`config.mk`:
```
export PLATFORM = sky130hd
export DESIGN_NAME = blk_mode_unit
export DESIGN_NICKNAME = d
export VERILOG_FILES = /design/src/rtl/blk_mode_pkg.sv /design/src/rtl/blk_mode_ctrl.sv /design/src/rtl/blk_mode_path.sv /design/src/rtl/blk_mode_state.sv /design/src/rtl/blk_mode_unit.sv
export SDC_FILE = /design/constraint.sdc
export NUM_CORES = 1
export LEC_CHECK = 0
export CAP_MARGIN = 20
export CORE_AREA = 2 2 258 260
export DETAILED_ROUTE_END_ITERATION = 10
export DIE_AREA = 0 0 260 262
export PLACE_DENSITY_LB_ADDON = 0.05
export SETUP_SLACK_MARGIN = 0.05
export SLEW_MARGIN = 30
export SYNTH_ARGS = -nofsm -noshare
export SYNTH_HDL_FRONTEND = slang
export SYNTH_SLANG_ARGS = --single-unit
```
`constraint.sdc`:
```
create_clock -name clk -period 3.5 [get_ports clk]
set_input_delay 0.7 -clock clk [delete_from_list [all_inputs] [get_ports clk]]
set_output_delay 0.7 -clock clk [all_outputs]
set_load 0.01 [all_outputs]
```
`src/rtl/blk_mode_pkg.sv`:
```
package blk_mode_pkg;

   typedef enum logic [1:0] {
      MODE_ECB = 2'd0,
      MODE_CTR = 2'd1,
      MODE_CFB = 2'd2,
      MODE_CBC = 2'd3
   } chain_mode_e;

   typedef enum logic [1:0] {
      PH_IDLE = 2'd0,
      PH_REQ  = 2'd1,
      PH_WAIT = 2'd2,
      PH_OUT  = 2'd3
   } phase_e;

   typedef enum logic [1:0] {
      NX_HOLD = 2'd0,
      NX_INC  = 2'd1,
      NX_IN   = 2'd2,
      NX_OUT  = 2'd3
   } nxt_sel_e;

   function automatic logic wants_inverse(input chain_mode_e m, input logic dec);
      return dec && (m == MODE_ECB || m == MODE_CBC);
   endfunction

endpackage

```
`src/rtl/blk_mode_ctrl.sv`:
```
module blk_mode_ctrl
   import blk_mode_pkg::*;
(
   input  logic clk,
   input  logic rst_n,
   input  logic bdi_valid,
   input  logic iv_load,
   input  logic core_req_ready,
   input  logic core_rsp_valid,
   input  logic bdo_ready,
   output logic bdi_ready,
   output logic take_blk,
   output logic take_iv,
   output logic core_req_valid,
   output logic take_rsp,
   output logic bdo_valid,
   output logic give_blk
);

   phase_e ph_q, ph_d;

   assign bdi_ready      = (ph_q == PH_IDLE) && !iv_load;
   assign take_blk       = bdi_ready && bdi_valid;
   assign take_iv        = (ph_q == PH_IDLE) && iv_load;
   assign core_req_valid = (ph_q == PH_REQ);
   assign take_rsp       = (ph_q == PH_WAIT) && core_rsp_valid;
   assign bdo_valid      = (ph_q == PH_OUT);
   assign give_blk       = bdo_valid && bdo_ready;

   always_comb begin
      ph_d = ph_q;
      unique case (ph_q)
         PH_IDLE: if (take_blk)       ph_d = PH_REQ;
         PH_REQ:  if (core_req_ready) ph_d = PH_WAIT;
         PH_WAIT: if (core_rsp_valid) ph_d = PH_OUT;
         PH_OUT:  if (bdo_ready)      ph_d = PH_IDLE;
         default:                     ph_d = PH_IDLE;
      endcase
   end

   always_ff @(posedge clk or negedge rst_n) begin
      if (!rst_n) ph_q <= PH_IDLE;
      else        ph_q <= ph_d;
   end

   // an accepted block blocks further input until its result leaves
   p_single_flight_r8: assert property (@(posedge clk) disable iff (!rst_n)
      take_blk |=> !bdi_ready && core_req_valid);

   p_rsp_to_out_r9: assert property (@(posedge clk) disable iff (!rst_n)
      take_rsp |=> bdo_valid);

   p_out_wait_r9: assert property (@(posedge clk) disable iff (!rst_n)
      bdo_valid && !bdo_ready |=> bdo_valid);

endmodule

```
`src/rtl/blk_mode_path.sv`:
```
module blk_mode_path
   import blk_mode_pkg::*;
#(
   parameter int BLK_W = 128
) (
   input  chain_mode_e      mode,
   input  logic             dec,
   input  logic [BLK_W-1:0] din,
   input  logic [BLK_W-1:0] st,
   input  logic [BLK_W-1:0] rsp,
   output logic [BLK_W-1:0] req_data,
   output logic             req_inv,
   output logic [BLK_W-1:0] out_data,
   output nxt_sel_e         nxt_sel
);

   logic [BLK_W-1:0] din_mix;
   logic [BLK_W-1:0] rsp_mix;

   assign din_mix = din ^ st;
   assign req_inv = wants_inverse(mode, dec);

   always_comb begin
      unique case (mode)
         MODE_ECB: rsp_mix = rsp;
         MODE_CTR,
         MODE_CFB: rsp_mix = rsp ^ din;
         MODE_CBC: rsp_mix = dec ? (rsp ^ st) : rsp;
         default:  rsp_mix = rsp;
      endcase
   end

   always_comb begin
      unique case (mode)
         MODE_ECB: req_data = din;
         MODE_CTR,
         MODE_CFB: req_data = st;
         MODE_CBC: req_data = dec ? din : din_mix;
         default:  req_data = din;
      endcase
   end

   always_comb begin
      unique case (mode)
         MODE_ECB: nxt_sel = NX_HOLD;
         MODE_CTR: nxt_sel = NX_INC;
         MODE_CFB,
         MODE_CBC: nxt_sel = dec ? NX_IN : NX_OUT;
         default:  nxt_sel = NX_HOLD;
      endcase
   end

   assign out_data = rsp_mix;

endmodule

```
`src/rtl/blk_mode_state.sv`:
```
module blk_mode_state
   import blk_mode_pkg::*;
#(
   parameter int BLK_W  = 128,
   parameter int LANE_W = 32,
   parameter int CNT_W  = 16
) (
   input  logic             clk,
   input  logic             rst_n,
   input  logic             take_iv,
   input  logic [BLK_W-1:0] iv_data,
   input  logic             give_blk,
   input  nxt_sel_e         nxt_sel,
   input  logic [BLK_W-1:0] din,
   input  logic [BLK_W-1:0] dout,
   output logic [BLK_W-1:0] st,
   output logic [CNT_W-1:0] cnt
);

   localparam int LANES = BLK_W / LANE_W;

   logic [BLK_W-1:0] st_inc;
   logic [LANES:0]   carry;

   assign carry[0] = 1'b1;

   // Full-width increment built from lanes with a ripple carry between them.
   for (genvar g = 0; g < LANES; g++) begin : g_lane
      logic [LANE_W-1:0] lane;
      assign lane = st[g*LANE_W +: LANE_W];
      assign st_inc[g*LANE_W +: LANE_W] = lane + {{(LANE_W-1){1'b0}}, carry[g]};
      assign carry[g+1] = carry[g] & (&lane);
   end

   always_ff @(posedge clk or negedge rst_n) begin
      if (!rst_n) begin
         st <= '0;
      end else if (take_iv) begin
         st <= iv_data;
      end else if (give_blk) begin
         unique case (nxt_sel)
            NX_HOLD: st <= st;
            NX_INC:  st <= st_inc;
            NX_IN:   st <= din;
            NX_OUT:  st <= dout;
            default: st <= st;
         endcase
      end
   end

   always_ff @(posedge clk or negedge rst_n) begin
      if (!rst_n)        cnt <= '0;
      else if (take_iv)  cnt <= '0;
      else if (give_blk) cnt <= cnt + 1'b1;
   end

   // chaining state is quiet unless a result is taken or a load happens
   p_state_quiet_r9: assert property (@(posedge clk) disable iff (!rst_n)
      !give_blk && !take_iv |=> $stable(st));

   // counter step across the full width, wrapping at the top
   p_ctr_step_r3: assert property (@(posedge clk) disable iff (!rst_n)
      give_blk && !take_iv && nxt_sel == NX_INC |=> st == $past(st) + 1'b1);

   // a taken load places the initial value
   p_iv_take_r10: assert property (@(posedge clk) disable iff (!rst_n)
      take_iv |=> st == $past(iv_data) && cnt == '0);

   // one count per delivered block
   p_cnt_step_r11: assert property (@(posedge clk) disable iff (!rst_n)
      give_blk && !take_iv |=> cnt == $past(cnt) + 1'b1);

endmodule

```
`src/rtl/blk_mode_unit.sv`:
```
module blk_mode_unit
   import blk_mode_pkg::*;
#(
   parameter int BLK_W  = 128,
   parameter int LANE_W = 32,
   parameter int CNT_W  = 16
) (
   input  logic             clk,
   input  logic             rst_n,
   input  logic [1:0]       cfg_mode,
   input  logic             cfg_decrypt,
   input  logic             iv_load,
   input  logic [BLK_W-1:0] iv_data,
   input  logic             bdi_valid,
   output logic             bdi_ready,
   input  logic [BLK_W-1:0] bdi_data,
   output logic             bdo_valid,
   input  logic             bdo_ready,
   output logic [BLK_W-1:0] bdo_data,
   output logic             core_req_valid,
   input  logic             core_req_ready,
   output logic             core_req_inverse,
   output logic [BLK_W-1:0] core_req_data,
   input  logic             core_rsp_valid,
   input  logic [BLK_W-1:0] core_rsp_data,
   output logic [CNT_W-1:0] blk_count
);

   if (BLK_W < 8) begin : g_chk_blk
      $error("BLK_W must be at least 8");
   end
   if (LANE_W < 1 || (BLK_W % LANE_W) != 0) begin : g_chk_lane
      $error("LANE_W must divide BLK_W");
   end
   if (CNT_W < 1) begin : g_chk_cnt
      $error("CNT_W must be positive");
   end

   logic             take_blk, take_iv, take_rsp, give_blk;
   chain_mode_e      mode_q;
   logic             dec_q;
   logic [BLK_W-1:0] din_q;
   logic [BLK_W-1:0] out_q;
   logic [BLK_W-1:0] st;
   logic [BLK_W-1:0] out_calc;
   nxt_sel_e         nxt_sel;

   blk_mode_ctrl u_ctrl (
      .clk            (clk),
      .rst_n          (rst_n),
      .bdi_valid      (bdi_valid),
      .iv_load        (iv_load),
      .core_req_ready (core_req_ready),
      .core_rsp_valid (core_rsp_valid),
      .bdo_ready      (bdo_ready),
      .bdi_ready      (bdi_ready),
      .take_blk       (take_blk),
      .take_iv        (take_iv),
      .core_req_valid (core_req_valid),
      .take_rsp       (take_rsp),
      .bdo_valid      (bdo_valid),
      .give_blk       (give_blk)
   );

   // Block, mode and direction are frozen for the whole flight
   always_ff @(posedge clk or negedge rst_n) begin
      if (!rst_n) begin
         mode_q <= MODE_ECB;
         dec_q  <= 1'b0;
         din_q  <= '0;
      end else if (take_blk) begin
         mode_q <= chain_mode_e'(cfg_mode);
         dec_q  <= cfg_decrypt;
         din_q  <= bdi_data;
      end
   end

   always_ff @(posedge clk or negedge rst_n) begin
      if (!rst_n)        out_q <= '0;
      else if (take_rsp) out_q <= out_calc;
   end

   blk_mode_path #(.BLK_W(BLK_W)) u_path (
      .mode     (mode_q),
      .dec      (dec_q),
      .din      (din_q),
      .st       (st),
      .rsp      (core_rsp_data),
      .req_data (core_req_data),
      .req_inv  (core_req_inverse),
      .out_data (out_calc),
      .nxt_sel  (nxt_sel)
   );

   blk_mode_state #(.BLK_W(BLK_W), .LANE_W(LANE_W), .CNT_W(CNT_W)) u_state (
      .clk      (clk),
      .rst_n    (rst_n),
      .take_iv  (take_iv),
      .iv_data  (iv_data),
      .give_blk (give_blk),
      .nxt_sel  (nxt_sel),
      .din      (din_q),
      .dout     (out_q),
      .st       (st),
      .cnt      (blk_count)
   );

   assign bdo_data = out_q;

   // a stalled result keeps its value
   p_bdo_hold_r9: assert property (@(posedge clk) disable iff (!rst_n)
      bdo_valid && !bdo_ready |=> bdo_valid && $stable(bdo_data));

   // a pending request is held steady until the core takes it
   p_req_hold_r8: assert property (@(posedge clk) disable iff (!rst_n)
      core_req_valid && !core_req_ready |=> core_req_valid && $stable(core_req_data)
                                            && $stable(core_req_inverse));

   // counter and feedback modes never ask for the inverse transform
   p_fwd_only_r4: assert property (@(posedge clk) disable iff (!rst_n)
      core_req_valid && (mode_q == MODE_CTR || mode_q == MODE_CFB) |-> !core_req_inverse);

   // configuration inputs do not reach a block in flight
   p_cfg_frozen_r10: assert property (@(posedge clk) disable iff (!rst_n)
      !bdi_ready && !take_iv && (core_req_valid || bdo_valid) |=> $stable(mode_q) && $stable(dec_q));

endmodule

```
==> impl_metrics.toml <==
[placed_design]
dp_hpwl_um = 94300
gp_congestion = 0.917
io_buffers = 669

[layout]
layout.nets = 5090
final_core_utilization = 0.653
seq_area_sq_um = 10100
area_growth_pct = 39.6
final.fill_count = 5650
multi_input_area_sq_um = 18600
drive_gt1_frac = 0.128

[clock_network]
cts_tree = "yes"
cts_htree_levels = 2
clock_sinks = 405
cts.clk_slew.worst_paths_ps = 60
cts-root-buf = "clkbuf_16"
insertion_delay_ps = 620
cts_buffers = 50
clockBufferDepth = 3
cts_hold_buffers = 0

[sta]
slew_violations = 0
setup_viol_count_final = 6
skew_ps = 23.1
slew_headroom = 0.400
timing.fmax_ghz = 0.279
min_period_over_period = 1.02
rsz0062_at_grt = "true"
hold_violations = 0
setup_slack_ps = -79.0
period_needed_ps = 3580
tightest_slew_ps = 900
fin_tns_setup_ps = -248

[detailed_routing]
final_antenna_net_count = 0
initialDrtViolationCount = 3675
drc = 0
detail_route.wirelength_um = 138000
num_vias = 35200
routedWlPerCell_um = 24.7
drt_first_pass_iters = 6
avgViaCountPerCell = 6.29

[pwr]
p_per_area_nw_per_um2 = 1110
p_leak_nw = 18.1
ir_drop_uv = 712
p_total_mw = 47.1

[synth]
synth-warning-count = 0
synth_ff_type = "dfrtp_1"
synth_seq_cells = 405
synth_xor_area_frac = 0.0135
netlist.area_leader.share = 0.332
synth_cells = 4084
yosys.area_share.adder = 0.00656
synth_top_family_by_area = "compound AO/OA/AOI/OAI gates"
synth_top_cells_by_area = "dfrtp_1, o21ai_0, nand2_1"
synth_edf_count = 0
synth.most_common_cell = "nand2_1"
synth_area_leader_cell = "dfrtp_1"
yosys.area_share.simple = 0.205
muxShareOfSynthArea = 0.0711
synth_commonest_cells = "nand2_1, o21ai_0, dfrtp_1"
syn_area_per_cell_sq_um = 7.47
syn-num-nets = 4494
synthesis.area_sq_um = 30500
ys_types = 75
ys_async_sr_fraction = 1.00
ys_seq_area_frac = 0.332
synth_compound_area_frac = 0.299

[run]
cap_violations = 0

[grt]
overflow = 0
grt_pass1_vias = 32600
antenna_found_initial = 30
grt_pass1_wl_um = 202000
grt_max_degree = 86
gr-usage-all-layers = 0.383

[die]
start_util = 0.468
core-area_sq_um = 65300
ios = 670
die-area_sq_um = 68100
die_h_um = 262
die_w_um = 260
rows = 94

[worst_setup_path]
cpPeakStageDelay_ps = 400
path_class = "register to register"
cp_common_cell = "nand4_1"
endpoint_kind = "register"
start_kind = "register"
path_buf_inv = 1
path_cells = "ha_2, nand4_1, nor3_4, and4_4, nand4_1, nor3_4, and3_4, ha_4, buf_12, ha_4, nand4_1, or3_4, nor3_4, nand4_1, o31a_1, o22ai_2"
path_delay_family = "simple AND/OR/NAND/NOR gates"
critPathArrivalTime_ps = 4120
critPathRequiredTime_ps = 4040
cp_slowest_cell = "or3_4"
cp_max_fo = 5

[min_path]
hp-class = "primary input to async pin"

[status]
violations = "setup timing"
status = "finished with violations"
[final cells by class]
cell class | instances | share of cell area
tap | 864 | 0.0254
inverter | 149 | 0.0135
antenna | 23 | 0.00135
multi-input combinational | 3108 | 0.438
timing repair buffer | 966 | 0.242
clock inverter | 14 | 0.00464
clock buffer | 77 | 0.0370
sequential | 405 | 0.238
[registers in the layout (all words and copies together) (netlist names)]
signal       flops
u_state.st     128
bdo_data       128
u_ctrl.ph_q      2
din_q          128
u_state.cnt     16
dec_q            1
mode_q           2
[logic make-up (layout without fill, tap and decap cells)]
logic type,after synthesis,count (layout)
AOI/OAI and AO/OA,1466,1466
xor gates and xnor gates,47,47
adders and majority gates,16,16
buffers and inverters,573,1206
DFF,405,405
muxes,200,200
other,0,23
and+or+nand+nor,1377,1379
[path summary, 6_finish.rpt]
path,start,slack (ps),cells after the start,endpoint
setup reg to reg,u_state.st[1],-80,16,u_state.st[122]
setup / recovery,u_state.st[1],-80,16,u_state.st[122]
hold / removal,rst_n,6,1,u_state.cnt[10]
hold reg to reg,bdo_data[78],510,2,bdo_data[78]
min in group clk,bdo_data[78],510,2,bdo_data[78]
max in group asynchronous,rst_n,2520,3,din_q[76]
[where the power goes]
part / leakage [nW] / switching [mW] / internal [mW] / total [mW]
sequential: 4.97 / 2.74 / 6.78 / 9.52
clock: 0.880 / 2.26 / 3.44 / 5.70
combinational: 12.3 / 17.6 / 14.3 / 31.9
total: 18.1 / 22.6 / 24.6 / 47.1
[per-layer routing]
| metal | track usage | routed length, um | up-vias |
|---|---|---|---|
| met5 | 0 | 150 | - |
| met3 | 0.0904 | 16000 | 359 |
| met4 | 0.178 | 6500 | 24 |
| li1 | - | - | 15900 |
| met2 | 0.592 | 62300 | 2140 |
| met1 | 0.509 | 53500 | 16900 |
[metrics by stage]
step	cells	instance area, sq um	worst slack (ps)	hold WS, ps
2_1_floorplan	4084	30600	74.1	404
3_3_place_gp	5436	39200	-178	488
3_5_place_dp	5436	39200	-306	497
4_1_cts	5562	41900	-43.7	16.8
5_1_grt	5599	42600	-228	36.2
6_report	5606	42600	-79.0	6.35
[timing repair]
action / CTS / global route
setup buffers: 23 / 13
setup endpoints to repair: 136 / 118
gates cloned: 12 / 9
resized for setup: 75 / 99
pin swaps: 11 / 16
[cells in the final DEF (no fill, tap or decap), types with 15 or more instances in the layout]
cell type and instances:
clkdlybuf4s50_1 609, nand2_1 607, o21ai_0 601, dfrtp_1 402, a21oi_1 252, nor2_1 248
buf_4 204, nor3_1 174, inv_1 146, mux2_2 135, a221o_1 131, a22oi_1 131
a21boi_0 125, nor2b_1 118, mux2i_1 63, nand3_1 61, clkbuf_16 61, a31oi_1 47
buf_12 45, nand4_1 40, dlymetal6s2s_1 40, o21ai_1 38, and3_1 27, xnor2_1 24
diode_2 23, xor2_1 22, a311oi_1 21, clkbuf_8 16, and4_1 15, o211ai_1 15
a221oi_1 15, or3_1 15
Note: power is estimated with default switching activity, not from simulation.
